===== config.mk =====
export PLATFORM = sky130hd
export DESIGN_NAME = trap_entry_unit
export DESIGN_NICKNAME = d
export VERILOG_FILES = /design/src/rtl/trap_entry_pkg.sv /design/src/rtl/trap_entry_ctrl.sv /design/src/rtl/trap_entry_dpath.sv /design/src/rtl/trap_entry_unit.sv
export SDC_FILE = /design/constraint.sdc
export NUM_CORES = 1
export LEC_CHECK = 0
export BUFFER_PORTS_ARGS = -buffer_cell sky130_fd_sc_hd__buf_2
export CAP_MARGIN = 0
export CORE_AREA = 2 2 157 159
export CTS_BUF_LIST = sky130_fd_sc_hd__clkbuf_4 sky130_fd_sc_hd__clkbuf_8 sky130_fd_sc_hd__clkbuf_16
export DETAILED_ROUTE_END_ITERATION = 16
export DIE_AREA = 0 0 159 161
export PLACE_DENSITY = 0.61
export SLEW_MARGIN = 20
export SYNTH_ARGS = -nofsm -noshare
export SYNTH_HDL_FRONTEND = slang
export SYNTH_HIERARCHICAL = 1
export SYNTH_SLANG_ARGS = --single-unit
export TNS_END_PERCENT = 50

===== constraint.sdc =====
create_clock -name clk -period 19.01 [get_ports clk]
set_input_delay 5.703 -clock clk [delete_from_list [all_inputs] [get_ports clk]]
set_output_delay 5.703 -clock clk [all_outputs]
set_load 0.1 [all_outputs]

===== src/rtl/trap_entry_pkg.sv =====
package trap_entry_pkg;

  typedef enum logic [1:0] {
    PRIV_USER    = 2'd0,
    PRIV_SUPER   = 2'd1,
    PRIV_RSVD    = 2'd2,
    PRIV_MACHINE = 2'd3
  } priv_e;

  // Status word bit positions decoded by the rest of the hart
  localparam int ST_SIE    = 1;
  localparam int ST_MIE    = 3;
  localparam int ST_SPIE   = 5;
  localparam int ST_MPIE   = 7;
  localparam int ST_SPP    = 8;
  localparam int ST_MPP_LO = 11;

  // Raw environment-call cause; renamed to base + privilege
  localparam int ECALL_BASE = 8;

  // Causes that carry a faulting address (bit n set = cause n)
  localparam logic [15:0] ADDR_CAUSE_MASK = 16'b1011_0000_1111_0011;

  // Vector mode field value that selects per-cause interrupt slots
  localparam logic [1:0] VEC_MODE_SLOTS = 2'd1;

  // Strobes from control to datapath
  typedef struct packed {
    logic commit;
    logic toSuper;
    logic useAddr;
    logic vecAdd;
    logic isAsync;
  } trap_strobe_t;

endpackage


===== src/rtl/trap_entry_ctrl.sv =====
module trap_entry_ctrl
  import trap_entry_pkg::*;
#(
  parameter int XLEN    = 32,
  parameter int CAUSE_W = 6
) (
  input  logic               trapValid,
  input  logic               trapAsync,
  input  logic [CAUSE_W-1:0] trapCause,
  input  logic [1:0]         curPriv,
  input  logic [XLEN-1:0]    excDeleg,
  input  logic [XLEN-1:0]    intDeleg,
  input  logic [1:0]         sVecMode,
  input  logic [1:0]         mVecMode,
  output trap_strobe_t       strobe,
  output logic [CAUSE_W-1:0] finalCause
);

  localparam int IDX_W = $clog2(XLEN);

  logic              isEcall;
  logic [XLEN-1:0]   delegSel;
  logic              causeInRange;
  logic [IDX_W-1:0]  causeIdx;
  logic              delegBit;
  logic              lowPriv;
  logic              toSuper;
  logic              smallCause;
  logic [1:0]        targetMode;

  // Environment-call renaming to the caller's own level
  always_comb begin
    isEcall    = !trapAsync && (trapCause == CAUSE_W'(ECALL_BASE));
    finalCause = isEcall ? (CAUSE_W'(ECALL_BASE) + CAUSE_W'(curPriv)) : trapCause;
  end

  // Range check of the cause against the mask width
  generate
    if (CAUSE_W > IDX_W) begin : g_wideCause
      assign causeInRange = (finalCause[CAUSE_W-1:IDX_W] == '0);
      assign causeIdx     = finalCause[IDX_W-1:0];
    end else begin : g_narrowCause
      assign causeInRange = 1'b1;
      assign causeIdx     = IDX_W'(finalCause);
    end
  endgenerate

  always_comb begin
    delegSel   = trapAsync ? intDeleg : excDeleg;
    delegBit   = causeInRange && delegSel[causeIdx];
    lowPriv    = (curPriv == PRIV_USER) || (curPriv == PRIV_SUPER);
    toSuper    = lowPriv && delegBit;
    smallCause = (finalCause >> 4) == '0;
    targetMode = toSuper ? sVecMode : mVecMode;
  end

  always_comb begin
    strobe.commit  = trapValid;
    strobe.toSuper = toSuper;
    strobe.isAsync = trapAsync;
    strobe.useAddr = !trapAsync && smallCause && ADDR_CAUSE_MASK[finalCause[3:0]];
    strobe.vecAdd  = trapAsync && (targetMode == VEC_MODE_SLOTS);
  end

endmodule


===== src/rtl/trap_entry_dpath.sv =====
module trap_entry_dpath
  import trap_entry_pkg::*;
#(
  parameter int XLEN    = 32,
  parameter int CAUSE_W = 6
) (
  input  logic               clk,
  input  logic               rstN,
  input  trap_strobe_t       strobe,
  input  logic [CAUSE_W-1:0] finalCause,
  input  logic [XLEN-1:0]    trapAddr,
  input  logic [XLEN-1:0]    trapPc,
  input  logic [1:0]         curPriv,
  input  logic [XLEN-1:0]    statusIn,
  input  logic [XLEN-1:0]    sVecReg,
  input  logic [XLEN-1:0]    mVecReg,
  output logic               commitValid,
  output logic [1:0]         newPriv,
  output logic               trapToSuper,
  output logic [XLEN-1:0]    statusOut,
  output logic [XLEN-1:0]    causeOut,
  output logic [XLEN-1:0]    epcOut,
  output logic [XLEN-1:0]    tvalOut,
  output logic [XLEN-1:0]    nextPc
);

  localparam logic [XLEN-1:0] BASE_MASK = ~XLEN'(3);

  logic [XLEN-1:0] statusNext;
  logic [XLEN-1:0] causeNext;
  logic [XLEN-1:0] tvalNext;
  logic [XLEN-1:0] vecBase;
  logic [XLEN-1:0] vecOffset;
  logic [XLEN-1:0] pcNext;
  logic [1:0]      privNext;

  always_comb begin
    statusNext = statusIn;
    if (strobe.toSuper) begin
      statusNext[ST_SPIE] = statusIn[ST_SIE];
      statusNext[ST_SPP]  = curPriv[0];
      statusNext[ST_SIE]  = 1'b0;
    end else begin
      statusNext[ST_MPIE]        = statusIn[ST_MIE];
      statusNext[ST_MPP_LO +: 2] = curPriv;
      statusNext[ST_MIE]         = 1'b0;
    end
  end

  always_comb begin
    causeNext         = XLEN'(finalCause);
    causeNext[XLEN-1] = strobe.isAsync;
    tvalNext          = strobe.useAddr ? trapAddr : '0;
    privNext          = strobe.toSuper ? PRIV_SUPER : PRIV_MACHINE;
  end

  always_comb begin
    vecBase   = (strobe.toSuper ? sVecReg : mVecReg) & BASE_MASK;
    vecOffset = strobe.vecAdd ? (XLEN'(finalCause) << 2) : '0;
    pcNext    = vecBase + vecOffset;
  end

  always_ff @(posedge clk) begin
    if (!rstN) begin
      commitValid <= 1'b0;
      newPriv     <= '0;
      trapToSuper <= 1'b0;
      statusOut   <= '0;
      causeOut    <= '0;
      epcOut      <= '0;
      tvalOut     <= '0;
      nextPc      <= '0;
    end else begin
      commitValid <= strobe.commit;
      if (strobe.commit) begin
        newPriv     <= privNext;
        trapToSuper <= strobe.toSuper;
        statusOut   <= statusNext;
        causeOut    <= causeNext;
        epcOut      <= trapPc;
        tvalOut     <= tvalNext;
        nextPc      <= pcNext;
      end
    end
  end

endmodule


===== src/rtl/trap_entry_unit.sv =====
module trap_entry_unit
  import trap_entry_pkg::*;
#(
  parameter int XLEN    = 32,
  parameter int CAUSE_W = 6
) (
  input  logic               clk,
  input  logic               rstN,
  input  logic               trapValid,
  input  logic               trapAsync,
  input  logic [CAUSE_W-1:0] trapCause,
  input  logic [XLEN-1:0]    trapAddr,
  input  logic [XLEN-1:0]    trapPc,
  input  logic [1:0]         curPriv,
  input  logic [XLEN-1:0]    excDeleg,
  input  logic [XLEN-1:0]    intDeleg,
  input  logic [XLEN-1:0]    statusIn,
  input  logic [XLEN-1:0]    sVecReg,
  input  logic [XLEN-1:0]    mVecReg,
  output logic               commitValid,
  output logic [1:0]         newPriv,
  output logic               trapToSuper,
  output logic [XLEN-1:0]    statusOut,
  output logic [XLEN-1:0]    causeOut,
  output logic [XLEN-1:0]    epcOut,
  output logic [XLEN-1:0]    tvalOut,
  output logic [XLEN-1:0]    nextPc
);

  trap_strobe_t       strobe;
  logic [CAUSE_W-1:0] finalCause;

  trap_entry_ctrl #(.XLEN(XLEN), .CAUSE_W(CAUSE_W)) ctrl_i (
    .trapValid (trapValid),
    .trapAsync (trapAsync),
    .trapCause (trapCause),
    .curPriv   (curPriv),
    .excDeleg  (excDeleg),
    .intDeleg  (intDeleg),
    .sVecMode  (sVecReg[1:0]),
    .mVecMode  (mVecReg[1:0]),
    .strobe    (strobe),
    .finalCause(finalCause)
  );

  trap_entry_dpath #(.XLEN(XLEN), .CAUSE_W(CAUSE_W)) dpath_i (
    .clk        (clk),
    .rstN       (rstN),
    .strobe     (strobe),
    .finalCause (finalCause),
    .trapAddr   (trapAddr),
    .trapPc     (trapPc),
    .curPriv    (curPriv),
    .statusIn   (statusIn),
    .sVecReg    (sVecReg),
    .mVecReg    (mVecReg),
    .commitValid(commitValid),
    .newPriv    (newPriv),
    .trapToSuper(trapToSuper),
    .statusOut  (statusOut),
    .causeOut   (causeOut),
    .epcOut     (epcOut),
    .tvalOut    (tvalOut),
    .nextPc     (nextPc)
  );

endmodule


# --- Word level (Yosys, flattened, before mapping) ---
# Memories as Yosys holds them, arrays and structs flattened.
# Index checks and enable logic that the tools add are counted.
op_classes:
  n_addsub: 2
  multipliers: 0
  n_div: 0
  magnitude_cmp: 2
  eq_ne: 3
  shifts: 0
  mux: 16
  n_bitwise: 1
  n_reduce_logical: 10
ops:
  columns: ["op", "n"]
  rows:
  - ["$mux W32", 3]
  - ["$add A32 B32 Y32", 1]
  - ["$mux W8", 1]
  - ["$mux W1", 7]
  - ["$eq A6 B4 Y1 const B", 1]
  - ["$logic_and A1 B1 Y1", 6]
  - ["$logic_not A6 Y1", 1]
  - ["$lt A5 B6 Y1 const B", 1]
  - ["$mux W2", 3]
  - ["$mux W6", 1]
  - ["$add A4 B2 Y5 const A", 1]
  - ["$bmux W1 S5", 1]
  - ["$lt A4 B5 Y1 const B", 1]
  - ["$eq A2 B1 Y1 const B", 2]
  - ["$logic_not A2 Y1", 1]
  - ["$logic_not A1 Y1", 1]
  - ["$logic_or A1 B1 Y1", 1]
  - ["$not A1 Y1", 1]
word_totals:
  regBits: 139
  latch_bits: 0
  mem_bits_rw: 0
  mem_bits_ro: 16
  output_inout_bits: 164
  n_memories: 1
memory_table:
  columns: ["memory", "words", "word_bits", "rd", "rd_ports_with_merged_regs", "write_ports", "line", "rtl"]
  rows:
  - ["(name not given)", 16, 1, 1, 0, 0, "trap_entry_ctrl.sv:61", "strobe.useAddr = !trapAsync && smallCause && ADDR_CAUSE_MASK[finalCause[3:0]];"]

# --- Logic depth before layout (Yosys ltp) ---
logic_depth:
  word_depth: 12
  ltp_mapped: 26
  depth_no_buf: 18

# --- Cells and area by module ---
# Netlist, hierarchy kept.
modules_own_cells:
  columns: ["mod", "instances", "cells_per_inst", "area_each_um2"]
  rows:
  - ["trap_entry_dpath", 1, 671, 6516.2]
  - ["trap_entry_ctrl", 1, 119, 942.2]

# --- Worst setup path after synthesis ---
# No wires, ideal clock.
synth_path:
  kind: "input-to-reg"
  from: "input trapAsync"
  to: "register dpath_i.nextPc[26]"
  setup_time_ns: 0.122
  arrival_time_ns: 10.394
  slack_ns: 8.494
  path_stages: 25
  n_path_buf: 8
  cell_sequence: "buf_2 nor2_2 nand4_1 nor3b_1 o21ai_0 a31oi_2 a21oi_1 o2bb2ai_2 buf_4 buf_4 buf_6 buf_4 buf_2 buf_2 buf_2 mux2_2 ha_1 inv_1 fa_1 nor2b_1 o2111ai_1 a21oi_1 nand2_2 o211a_1 a311o_1"
synth_via:
  elab_chain_len: 12
  elab_cells_between_ends: 15
  cone_classes: "1 x add/sub; 1 x eq/ne; 7 x mux; 1 x bitwise; 5 x reduce/logical"
synth_lines:
  columns: ["item", "line", "rtl"]
  rows:
  - ["start, declared", "trap_entry_unit.sv:10", "input logic trapAsync,"]
  - ["$logic_not A1 Y1", "trap_entry_ctrl.sv:33", "isEcall = !trapAsync && (trapCause == CAUSE_W'(ECALL_BASE));"]
  - ["$logic_and A1 B1 Y1", "trap_entry_ctrl.sv:33", null]
  - ["$mux W6", "trap_entry_ctrl.sv:34", "finalCause = isEcall ? (CAUSE_W'(ECALL_BASE) + CAUSE_W'(curPriv)) : trapCause;"]
  - ["$bmux W1 S5", "trap_entry_ctrl.sv:50", "delegBit = causeInRange && delegSel[causeIdx];"]
  - ["$mux W1 (not written as such)", "trap_entry_ctrl.sv:50", null]
  - ["$logic_and A1 B1 Y1 *", "trap_entry_ctrl.sv:50", null]
  - ["$logic_and A1 B1 Y1 *", "trap_entry_ctrl.sv:52", "toSuper = lowPriv && delegBit;"]
  - ["net ctrl_i.toSuper", "trap_entry_ctrl.sv:27", "logic toSuper;"]
  - ["$mux W2", "trap_entry_ctrl.sv:54", "targetMode = toSuper ? sVecMode : mVecMode;"]
  - ["$eq A2 B1 Y1", "trap_entry_ctrl.sv:62", "strobe.vecAdd = trapAsync && (targetMode == VEC_MODE_SLOTS);"]
  - ["$logic_and A1 B1 Y1", "trap_entry_ctrl.sv:62", null]
  - ["$mux W8", "trap_entry_dpath.sv:59", "vecOffset = strobe.vecAdd ? (XLEN'(finalCause) << 2) : '0;"]
  - ["$add A32 B32 Y32 *", "trap_entry_dpath.sv:60", "pcNext = vecBase + vecOffset;"]
  - ["end signal, assigned", "trap_entry_dpath.sv:82", "nextPc <= pcNext;"]
  - ["end, declared", "trap_entry_dpath.sv:24", "output logic [XLEN-1:0] nextPc"]
# Mark *: on every way through the listed nets, which the timed path passes. The rest lies on a longest branch. The select of a mux whose other input is x is not followed.
# A chain may end at the register's enable or synchronous reset.

==> summary.md <==
| Metric | Value |
|---|---|
| Post-DRT Antenna Nets | 0 |
| Max-cap viol count | 0 |
| Worst Path Arrival | 10.59 ns |
| Critical path type | in -> reg |
| Clock group share of total power | 37.0% |
| CP Capture Type | flip-flop |
| Worst min path class | reg -> reg |
| # Post-CTS Setup Buffers | 0 |
| DRC viols | 0 |
| Max Fclk | 97.2 MHz |
| Slew headroom | 37.7% |
| Worst reg2reg setup slack | 18.23 ns |
| Worst Tran Pin Value | 0.933 ns |
| Tot GR Track Use | 18.6% |
| Worst Setup Start Kind | input pin |
| Placed Cells incl. Taps | 1,428 |
| Utilization after layout | 41.6% |
| Final std cells w/o fill | 1,460 |
| Die span in y | 161 µm |
| Clk pin slew, worst setup/hold paths | 0.07 ns |
| Sequential share of power | 34.1% |
| Final WL | 24,400 µm |
| Internal Power | 0.556 mW |
| Antenna violations before repair | 0 |
| Largest net degree at the start of global routing | 78 |
| Synthesized cell area | 7460 µm² |
| Grt ovf | 0 |
| Tcrit/Tclk final | 54.1% |
| Final Slew Violations | 0 |
| Inserted Diodes | 0 |
| Gp weighted congestion | 0.866 |
| Iter 0 DRT Violations | 363 |
| Worst-skew pair later-pin latency | 0.41 ns |
| Fin crit period | 10.29 ns |
| Pre-CTS setup slack | 8.25 ns |
| Number of setup violations in the final report | 0 |
| Top-level I/O count | 400 |
| Area grow syn2layout | 33.6% |
| Vias in the first global route | 7,081 |
| Rows | 57 |
| Clk sinks | 137 |
| Layout cells sized above 1 | 39.0% |
| Crit Path Max Fanout | 61 |
| Sequential area share after synthesis | 36.8% |
| Combinational cell fraction of total power | 28.9% |
| Pwr Total | 0.912 mW |
| Number of H-tree levels | 4 |
| CTS max path bufs | 2 |
| Initial DRT Pass Iterations | 5 |
| CP required | 19.31 ns |
| Syn_area_per_cell | 9.44 µm² |
| Endpoints failing hold | 0 |
| Status | completed |
| Total number of yosys warnings | 6 |
| Final nets | 1,366 |
| Detailed-placement wirelength estimate | 18,000 µm |
| Yosys reg bits | 137 |
| Cts hold-fix bufs | 0 |
| Cts repair resizes | 0 |
| Sw frac | 39.0% |
| Initial Utilization | 31.1% |
| Cell variety after synth | 72 |
| Syn Inst Count | 790 |
| Skew final | 0 ns |
| Most used DFF post-synth | dfxtp_1 |
| Vias | 7,092 |
| Final worst slack | 8.72 ns |
| Die X | 159 µm |
| CTS tree | done |
| Die Footprint | 25,600 µm² |
| Net switching power | 0.356 mW |
| Unrepaired setup endpoints after global routing | no |
| Core Area | 24,000 µm² |
| Drt wl/cell | 16.7 µm |
| First-pass GRT wire length | 38,100 µm |
| LEAKAGE | 4.71 nW |
| IR drop worst, VDD | 0.0491 mV |
| Post-synth ARST share | 0% |
| Port bufs | 372 |
| CTS buffer count | 17 |
| Final TNS setup | 0 ns |
| CTS root buffer | clkbuf_16 |
| Post-synth EDFFs | 0 |
| Pwr Density | 91.5 nW/µm² |
| Average vias per placed instance | 4.86 |
## cell type report
cell class	instances	area (µm²)
Timing Repair Buffer	376	1900
Fill cell	2457	14000
Sequential cell	137	2740
Clock buffer	18	439
Multi-Input combinational cell	577	4280
Clock inverter	14	151
Inverter	14	53.8
Tap cell	324	405
## flip-flops by register name, indices dropped and copies added, names as in the netlist
register / cells
dpath_i/causeOut: 7
dpath_i/commitValid: 1
dpath_i/epcOut: 32
dpath_i/newPriv: 2
dpath_i/nextPc: 30
dpath_i/statusOut: 32
dpath_i/trapToSuper: 1
dpath_i/tvalOut: 32
## synthesized netlist by cell type, types with 4 or more instances
| cell | count | area share (%) |
|---|---|---|
| nand3b_1 | 8 | 0.81 |
| buf_4 | 32 | 3.2 |
| or3_1 | 4 | 0.34 |
| nand4b_1 | 5 | 0.59 |
| xnor2_1 | 7 | 0.82 |
| o211ai_1 | 4 | 0.40 |
| o311ai_0 | 4 | 0.47 |
| and2_1 | 9 | 0.75 |
| o21a_1 | 5 | 0.50 |
| buf_2 | 8 | 0.54 |
| o21ai_0 | 19 | 1.3 |
| dfxtp_1 | 137 | 37 |
| nand4_1 | 10 | 0.84 |
| mux2_2 | 12 | 1.8 |
| a22oi_1 | 35 | 3.5 |
| inv_1 | 12 | 0.60 |
| ha_1 | 6 | 1.0 |
| nor2b_1 | 113 | 9.5 |
| mux2i_1 | 111 | 15 |
| nand3_1 | 36 | 2.4 |
| a311o_1 | 4 | 0.54 |
| nor3_1 | 5 | 0.34 |
| nor2_1 | 16 | 0.81 |
| clkbuf_1 | 40 | 2.0 |
| nand2_1 | 42 | 2.1 |
| a21oi_1 | 13 | 0.87 |
| nor4_1 | 7 | 0.59 |
| buf_6 | 4 | 0.60 |
| xor2_1 | 4 | 0.47 |
| o211a_1 | 9 | 1.2 |
## power by group through the flow
stage	Clock [mW]	Combinational [mW]	Sequential, mW
2_1_floorplan	0	0.0989	0.427
3_3_place_gp	0	0.264	0.316
3_5_place_dp	0	0.265	0.317
4_1_cts	0.346	0.265	0.311
5_1_grt	0.360	0.278	0.312
6_report	0.337	0.264	0.311
## placed cells by master, fill, tap and decap left out, types with 5 or more instances in the layout
cell type,netlist,final
a21oi_1,13,13
a22oi_1,35,35
and2_1,9,9
buf_2,8,370
buf_4,32,6
clkbuf_16,0,17
conb_1,1,27
dfxtp_1,137,137
ha_1,6,6
inv_1,12,12
mux2_2,12,12
mux2i_1,111,111
nand2_1,42,42
nand3_1,36,36
nand3b_1,8,8
nand4_1,10,10
nand4b_1,5,5
nor2_1,16,16
nor2b_1,113,113
nor3_1,5,5
nor4_1,7,7
o211a_1,9,9
o21a_1,5,5
o21ai_0,19,19
xnor2_1,7,7
## cell families (layout without fill, tap and decap cells)
kind of cell	after synthesis	after routing	synth area share, %
and+or+nand+nor	270	270	21.0
DFF	137	137	36.8
AOI/OAI and AO/OA	132	132	14.0
muxes	130	130	18.3
buffers and inverters	102	422	7.35
xor gates and xnor gates	11	11	1.29
adders and majority gates	7	7	1.27
other	1	27	0.0503
## critical path: stages
cell,delay [ns]
buf_2,0.40
nor2_2,0.13
a41oi_4,0.52
mux2_1,0.23
and3_4,0.18
a211oi_2,0.04
a21oi_1,0.27
o2bb2ai_4,0.22
buf_4,0.62
mux2i_1,0.26
fa_1,0.45
nor2b_1,0.22
o2111ai_1,0.25
a21oi_1,0.32
nand2_2,0.17
o211a_1,0.26
a311o_1,0.31
## routing by layer
layer / global-route usage [%] / routed length (µm) / up-vias
met3: 5.42 / 1790 / 29
met5: 0 / 0 / -
met2: 31.3 / 11600 / 300
met4: 5.74 / 420 / 0
li1: - / - / 3441
met1: 23.1 / 10600 / 3322
## worst paths after layout
path / from / endpoint / cells after the start
max reg2reg: dpath_i/nextPc[17] / dpath_i/nextPc[17] / 2
max: trapAsync / dpath_i/nextPc[30] / 17
min: dpath_i/newPriv[0] / dpath_i/newPriv[0] / 1
min reg2reg: dpath_i/newPriv[0] / dpath_i/newPriv[0] / 1
## stage by stage
stage | hold WS, ns | cell area [µm²]
global route | 0.494 | 9970
global placement | 0.436 | 9380
detailed placement | 0.449 | 9380
CTS | 0.464 | 9970
floorplan | 0.878 | 7560
finish | 0.465 | 9970
Note: power is estimated with default switching activity, not from simulation.
